`config.mk`:
```
export PLATFORM = sky130hd
export DESIGN_NAME = soft_atten
export DESIGN_NICKNAME = d
export VERILOG_FILES = /design/src/rtl/soft_atten_pkg.sv /design/src/rtl/soft_atten_ramp.sv /design/src/rtl/soft_atten_scale.sv /design/src/rtl/soft_atten.sv
export SDC_FILE = /design/constraint.sdc
export NUM_CORES = 2
export LEC_CHECK = 0
export BUFFER_PORTS_ARGS = -buffer_cell sky130_fd_sc_hd__buf_2
export CELL_PAD_IN_SITES_DETAIL_PLACEMENT = 0
export CELL_PAD_IN_SITES_GLOBAL_PLACEMENT = 1
export CORE_MARGIN = 2
export CORE_UTILIZATION = 40
export CTS_CLUSTER_DIAMETER = 150
export DETAILED_ROUTE_END_ITERATION = 8
export HOLD_SLACK_MARGIN = 0.02
export PLACE_DENSITY_LB_ADDON = 0.15
export SLEW_MARGIN = 10
export SYNTH_ARGS = -nofsm -noshare
export SYNTH_HDL_FRONTEND = slang
export SYNTH_SLANG_ARGS = --single-unit
```
`constraint.sdc`:
```
create_clock -name clk -period 66.4 [get_ports clk]
set_input_delay 13.28 -clock clk [delete_from_list [all_inputs] [get_ports clk]]
set_output_delay 13.28 -clock clk [all_outputs]
set_load 0.01 [all_outputs]
```
`src/rtl/soft_atten_pkg.sv`:
```
package soft_atten_pkg;
    typedef enum logic [1:0] {
        RAMP_HOLD = 2'd0,
        RAMP_UP   = 2'd1,
        RAMP_DOWN = 2'd2
    } ramp_dir_e;
endpackage

```
`src/rtl/soft_atten_ramp.sv`:
```
module soft_atten_ramp #(
    parameter int CW       = 8,
    parameter int RST_CODE = 255
) (
    input  logic          clk,
    input  logic          rst_n,
    input  logic          step_en,
    input  logic [CW-1:0] target,
    output logic [CW-1:0] gain
);
    import soft_atten_pkg::*;

    typedef struct packed {
        logic [CW-1:0] gain;
    } ramp_st_t;

    ramp_st_t  st_d, st_q;
    ramp_dir_e dir;

    always_comb begin
        st_d = st_q;
        if (target > st_q.gain)      dir = RAMP_UP;
        else if (target < st_q.gain) dir = RAMP_DOWN;
        else                         dir = RAMP_HOLD;
        if (step_en) begin
            case (dir)
                RAMP_UP:   st_d.gain = st_q.gain + 1'b1;
                RAMP_DOWN: st_d.gain = st_q.gain - 1'b1;
                default:   st_d.gain = st_q.gain;
            endcase
        end
    end

    always_ff @(posedge clk or negedge rst_n) begin
        if (!rst_n) st_q <= '{gain: CW'(RST_CODE)};
        else        st_q <= st_d;
    end

    assign gain = st_q.gain;
endmodule

```
`src/rtl/soft_atten_scale.sv`:
```
module soft_atten_scale #(
    parameter int DW = 24,
    parameter int CW = 8
) (
    input  logic [DW-1:0] sample,
    input  logic [CW-1:0] gain,
    output logic [DW-1:0] scaled
);
    localparam int PW   = DW + CW + 1;
    localparam int FULL = (1 << CW) - 1;
    localparam int HALF = FULL / 2;
    localparam logic signed [PW:0] MAXP = {{(PW-DW+2){1'b0}}, {(DW-1){1'b1}}};
    localparam logic signed [PW:0] MINP = {{(PW-DW+2){1'b1}}, {(DW-1){1'b0}}};

    logic              neg;
    logic signed [DW:0] sx;
    logic [DW:0]       mag;
    logic [PW-1:0]     prod;
    logic [PW-1:0]     quo;
    logic signed [PW:0] res_d;

    always_comb begin
        sx    = {sample[DW-1], sample};
        neg   = sample[DW-1];
        mag   = neg ? unsigned'(-sx) : unsigned'(sx);
        prod  = PW'(mag) * PW'(gain);
        quo   = (prod + PW'(HALF)) / PW'(FULL);
        res_d = neg ? -$signed({1'b0, quo}) : $signed({1'b0, quo});
        if (res_d > MAXP)      scaled = MAXP[DW-1:0];
        else if (res_d < MINP) scaled = MINP[DW-1:0];
        else                   scaled = res_d[DW-1:0];
    end
endmodule

```
`src/rtl/soft_atten.sv`:
```
module soft_atten #(
    parameter int NCH      = 2,
    parameter int DW       = 24,
    parameter int CW       = 8,
    parameter int RST_CODE = (1 << CW) - 1
) (
    input  logic                   clk,
    input  logic                   rst_n,
    input  logic                   in_valid,
    input  logic [NCH-1:0][DW-1:0] in_samp,
    input  logic [NCH-1:0][CW-1:0] target,
    output logic                   out_valid,
    output logic [NCH-1:0][DW-1:0] out_samp
);
    typedef struct packed {
        logic                   valid;
        logic [NCH-1:0][DW-1:0] samp;
    } out_st_t;

    logic [NCH-1:0][CW-1:0] gain_q;
    logic [NCH-1:0][DW-1:0] scaled;
    out_st_t                st_d, st_q;

    for (genvar c = 0; c < NCH; c++) begin : g_ch
        soft_atten_ramp #(.CW(CW), .RST_CODE(RST_CODE)) u_ramp (
            .clk     (clk),
            .rst_n   (rst_n),
            .step_en (in_valid),
            .target  (target[c]),
            .gain    (gain_q[c])
        );
        soft_atten_scale #(.DW(DW), .CW(CW)) u_scale (
            .sample (in_samp[c]),
            .gain   (gain_q[c]),
            .scaled (scaled[c])
        );
    end

    always_comb begin
        st_d       = st_q;
        st_d.valid = in_valid;
        if (in_valid) st_d.samp = scaled;
    end

    always_ff @(posedge clk or negedge rst_n) begin
        if (!rst_n) st_q <= '0;
        else        st_q <= st_d;
    end

    assign out_valid = st_q.valid;
    assign out_samp  = st_q.samp;
endmodule

```
==> summary.md <==
| Metric | Value |
|---|---|
| Worst-margin pin slew | 1150 ps |
| Nets | 5150 |
| Vias in the first global route | 34000 |
| Clk root buf | clkbuf_16 |
| Worst-case clock skew | 17.8 ps |
| HPWL after DPL | 96.2 mm |
| Worst skew pair latency | 390 ps |
| Core area | 0.0837 mm² |
| Gp weighted congestion | 0.928 |
| Starting Density | 40.4% |
| Top cells by area, synth | fa_1, nor2_1, ha_1 |
| Family with the most delay on the worst path | compound AO/OA/AOI/OAI gates |
| Largest stage delay, worst path | 970 ps |
| Port bufs | 115 |
| Die Ht | 295 µm |
| Post-Syn Area | 0.0338 mm² |
| Initial antenna violation count | 3 |
| CTS Buffer Depth | 2 |
| Critical path origin | in_samp[28] |
| Grt total ovfl | 0 |
| Ys async rst share | 100% |
| DRC errors left | 0 |
| Cell row count | 106 |
| Max frequency | 0.0231 GHz |
| Cts hold-fix bufs | 0 |
| Setup Buffers After CTS | 0 |
| Total CTS buffers | 9 |
| Sequential share of the synthesized area | 4.87% |
| Post-synth cell types | 148 |
| Worst relative slew slack | 22.7% |
| Final WL | 116 mm |
| Post-synth top area share | 17.2% |
| Clk sink count | 65 |
| Final Setup Violations | 0 |
| Met3 Use GR | 1.69% |
| Iter 0 DRT Violations | 2085 |
| Max Cap Viol | 0 |
| CP most frequent cell | nand3_1 |
| Pin count of the biggest net entering global routing | 54 |
| M1 GR Usage | 34.3% |
| Buf/Inv on CP | 3 |
| First-pass GRT wire length | 187 mm |
| Routed len/inst | 20.2 µm |
| Top FF cell, synth | dfrtp_1 |
| Die X | 295 µm |
| Setup tns final | 0 ps |
| Crit path launch type | input port |
| Post-route ant nets | 0 |
| Top cells by count, synth | nor2_1, inv_1, nand2_1 |
| Yosys warnings | 0 |
| HP Start | out_samp[18]$_DFFE_PN0P_ |
| Critical Path RT | 66650 ps |
| Outcome | finished, final reports clean |
| Crit path DAT | 43630 ps |
| CP max-delay cell | a211oi_1 |
| All-Layer GR Usage | 26.6% |
| Worst-path clk slew | 60 ps |
| Met2 usage | 47.1% |
| CP max FO | 23 |
| FF-to-FF Start | g_ch[1].u_ramp.gain[2]$_DFFE_PN1P_ |
| Via density | 6.00 |
| Layout cells sized above 1 | 8.63% |
| RSZ-0062 raised after global routing | false |
| WS Path Type | in -> reg |
| IO Pins | 116 |
| Cells after Synth | 4605 |
| Filler cell count | 8873 |
| Cts repair resizes | 0 |
| Crit path time final | 43380 ps |
| Via count | 34600 |
| Most used routing layer | met2 |
| Post-synth EDFFs | 0 |
| Final period util | 65.3% |
| Final hold violations | 0 |
| Hold crit path type | reg -> reg |
| #FFs+latches synth | 65 |
| DRT Pass-1 Iters | 5 |
| Most common cell in the synthesized netlist | nor2_1 |
| Area leader, netlist | fa_1 |
| Syn_area_per_cell | 7.34 µm² |
| CTS tree | built |
| Die Footprint | 0.0868 mm² |
| Crit end category | flip-flop |
| Max-slew violation count | 0 |
| Layout area overhead | 5.63% |
| CTS H-tree depth | 3 |
-- final cells by class --
| type | instances | area, µm² | share of cell area (%) |
|---|---|---|---|
| Antenna cell | 2 | 5.00 | 0.0140 |
| Clock inverter | 6 | 70.1 | 0.196 |
| Timing Repair Buffer | 146 | 811 | 2.27 |
| Multi-Input combinational cell | 3929 | 29700 | 83.3 |
| Clock buffer | 10 | 239 | 0.669 |
| Inverter | 470 | 1760 | 4.94 |
| Sequential cell | 65 | 1650 | 4.61 |
| Tap cell | 1134 | 1420 | 3.97 |
-- per-stage QoR --
| stage | area (µm²) | util [%] | cells | hold WS, ps | setup WS [ps] |
|---|---|---|---|---|---|
| global route | 35700 | 42.7 | 5761 | 506 | 20820 |
| global placement | 35400 | 42.3 | 5744 | 478 | 23400 |
| detailed placement | 35400 | 42.3 | 5744 | 483 | 23110 |
| finish | 35700 | 42.7 | 5762 | 495 | 23020 |
| floorplan | 33900 | - | 4619 | 490 | 28970 |
| CTS | 35700 | 42.7 | 5760 | 497 | 23460 |
-- worst register-to-register path, delay by kind of cell (launching register included) --
kind            cells  cell delay [ps]
compound gates     32            11620
xor+xnor            2              470
fa+ha+maj           7             3080
buf+inv             3              800
flops               1              680
mux                 4             1820
simple gates       28            10340
-- flip-flops by register name, indices dropped and copies added, names as in the netlist --
name              cells
out_valid             1
out_samp             48
g_ch.u_ramp.gain     16
-- cell usage in the layout (no fill, tap or decap), drive strengths merged, types with 56 or more instances in the layout --
cell | synthesis | layout
nor2 | 603 | 603
inv | 460 | 464
nand2 | 375 | 375
fa | 290 | 290
o21ai | 249 | 249
a21oi | 231 | 231
ha | 172 | 172
xnor2 | 148 | 148
buf | 67 | 146
nand3 | 133 | 133
nor3 | 129 | 129
xor2 | 104 | 104
and2 | 94 | 94
a211oi | 84 | 84
a21o | 74 | 74
nand4 | 70 | 70
nor4 | 63 | 63
or3 | 62 | 62
o211ai | 62 | 62
nand2b | 59 | 59
and3 | 59 | 59
o31ai | 57 | 57
a31oi | 56 | 56
-- routing by layer --
metal	routed length (µm)	share of wire, %
met1	50900	44
met2	57100	49
met3	4530	3.9
met4	3770	3.2
met5	7	0.0060
-- worst paths after layout --
path	depth (start not counted)	slack [ps]	to
setup reg to reg	76	37460	out_samp[32]$_DFFE_PN0P_
max in group asynchronous	2	52560	out_samp[27]$_DFFE_PN0P_
min in group asynchronous	1	12850	out_samp[15]$_DFFE_PN0P_
setup / recovery	81	23020	out_samp[32]$_DFFE_PN0P_
hold / removal	1	500	out_samp[18]$_DFFE_PN0P_
hold reg to reg	1	500	out_samp[18]$_DFFE_PN0P_
-- kinds of logic after synthesis --
logic type | share of synthesized area (%)
AOI/OAI and AO/OA | 28.7
xor gates and xnor gates | 6.55
adders and majority gates | 23.7
buffers and inverters | 7.27
DFF | 4.87
muxes | 2.18
other | 0.0222
and+or+nand+nor | 26.8
Power is not shown: default switching activity piles up to over one toggle a cycle in this logic, so the estimate is an artifact.
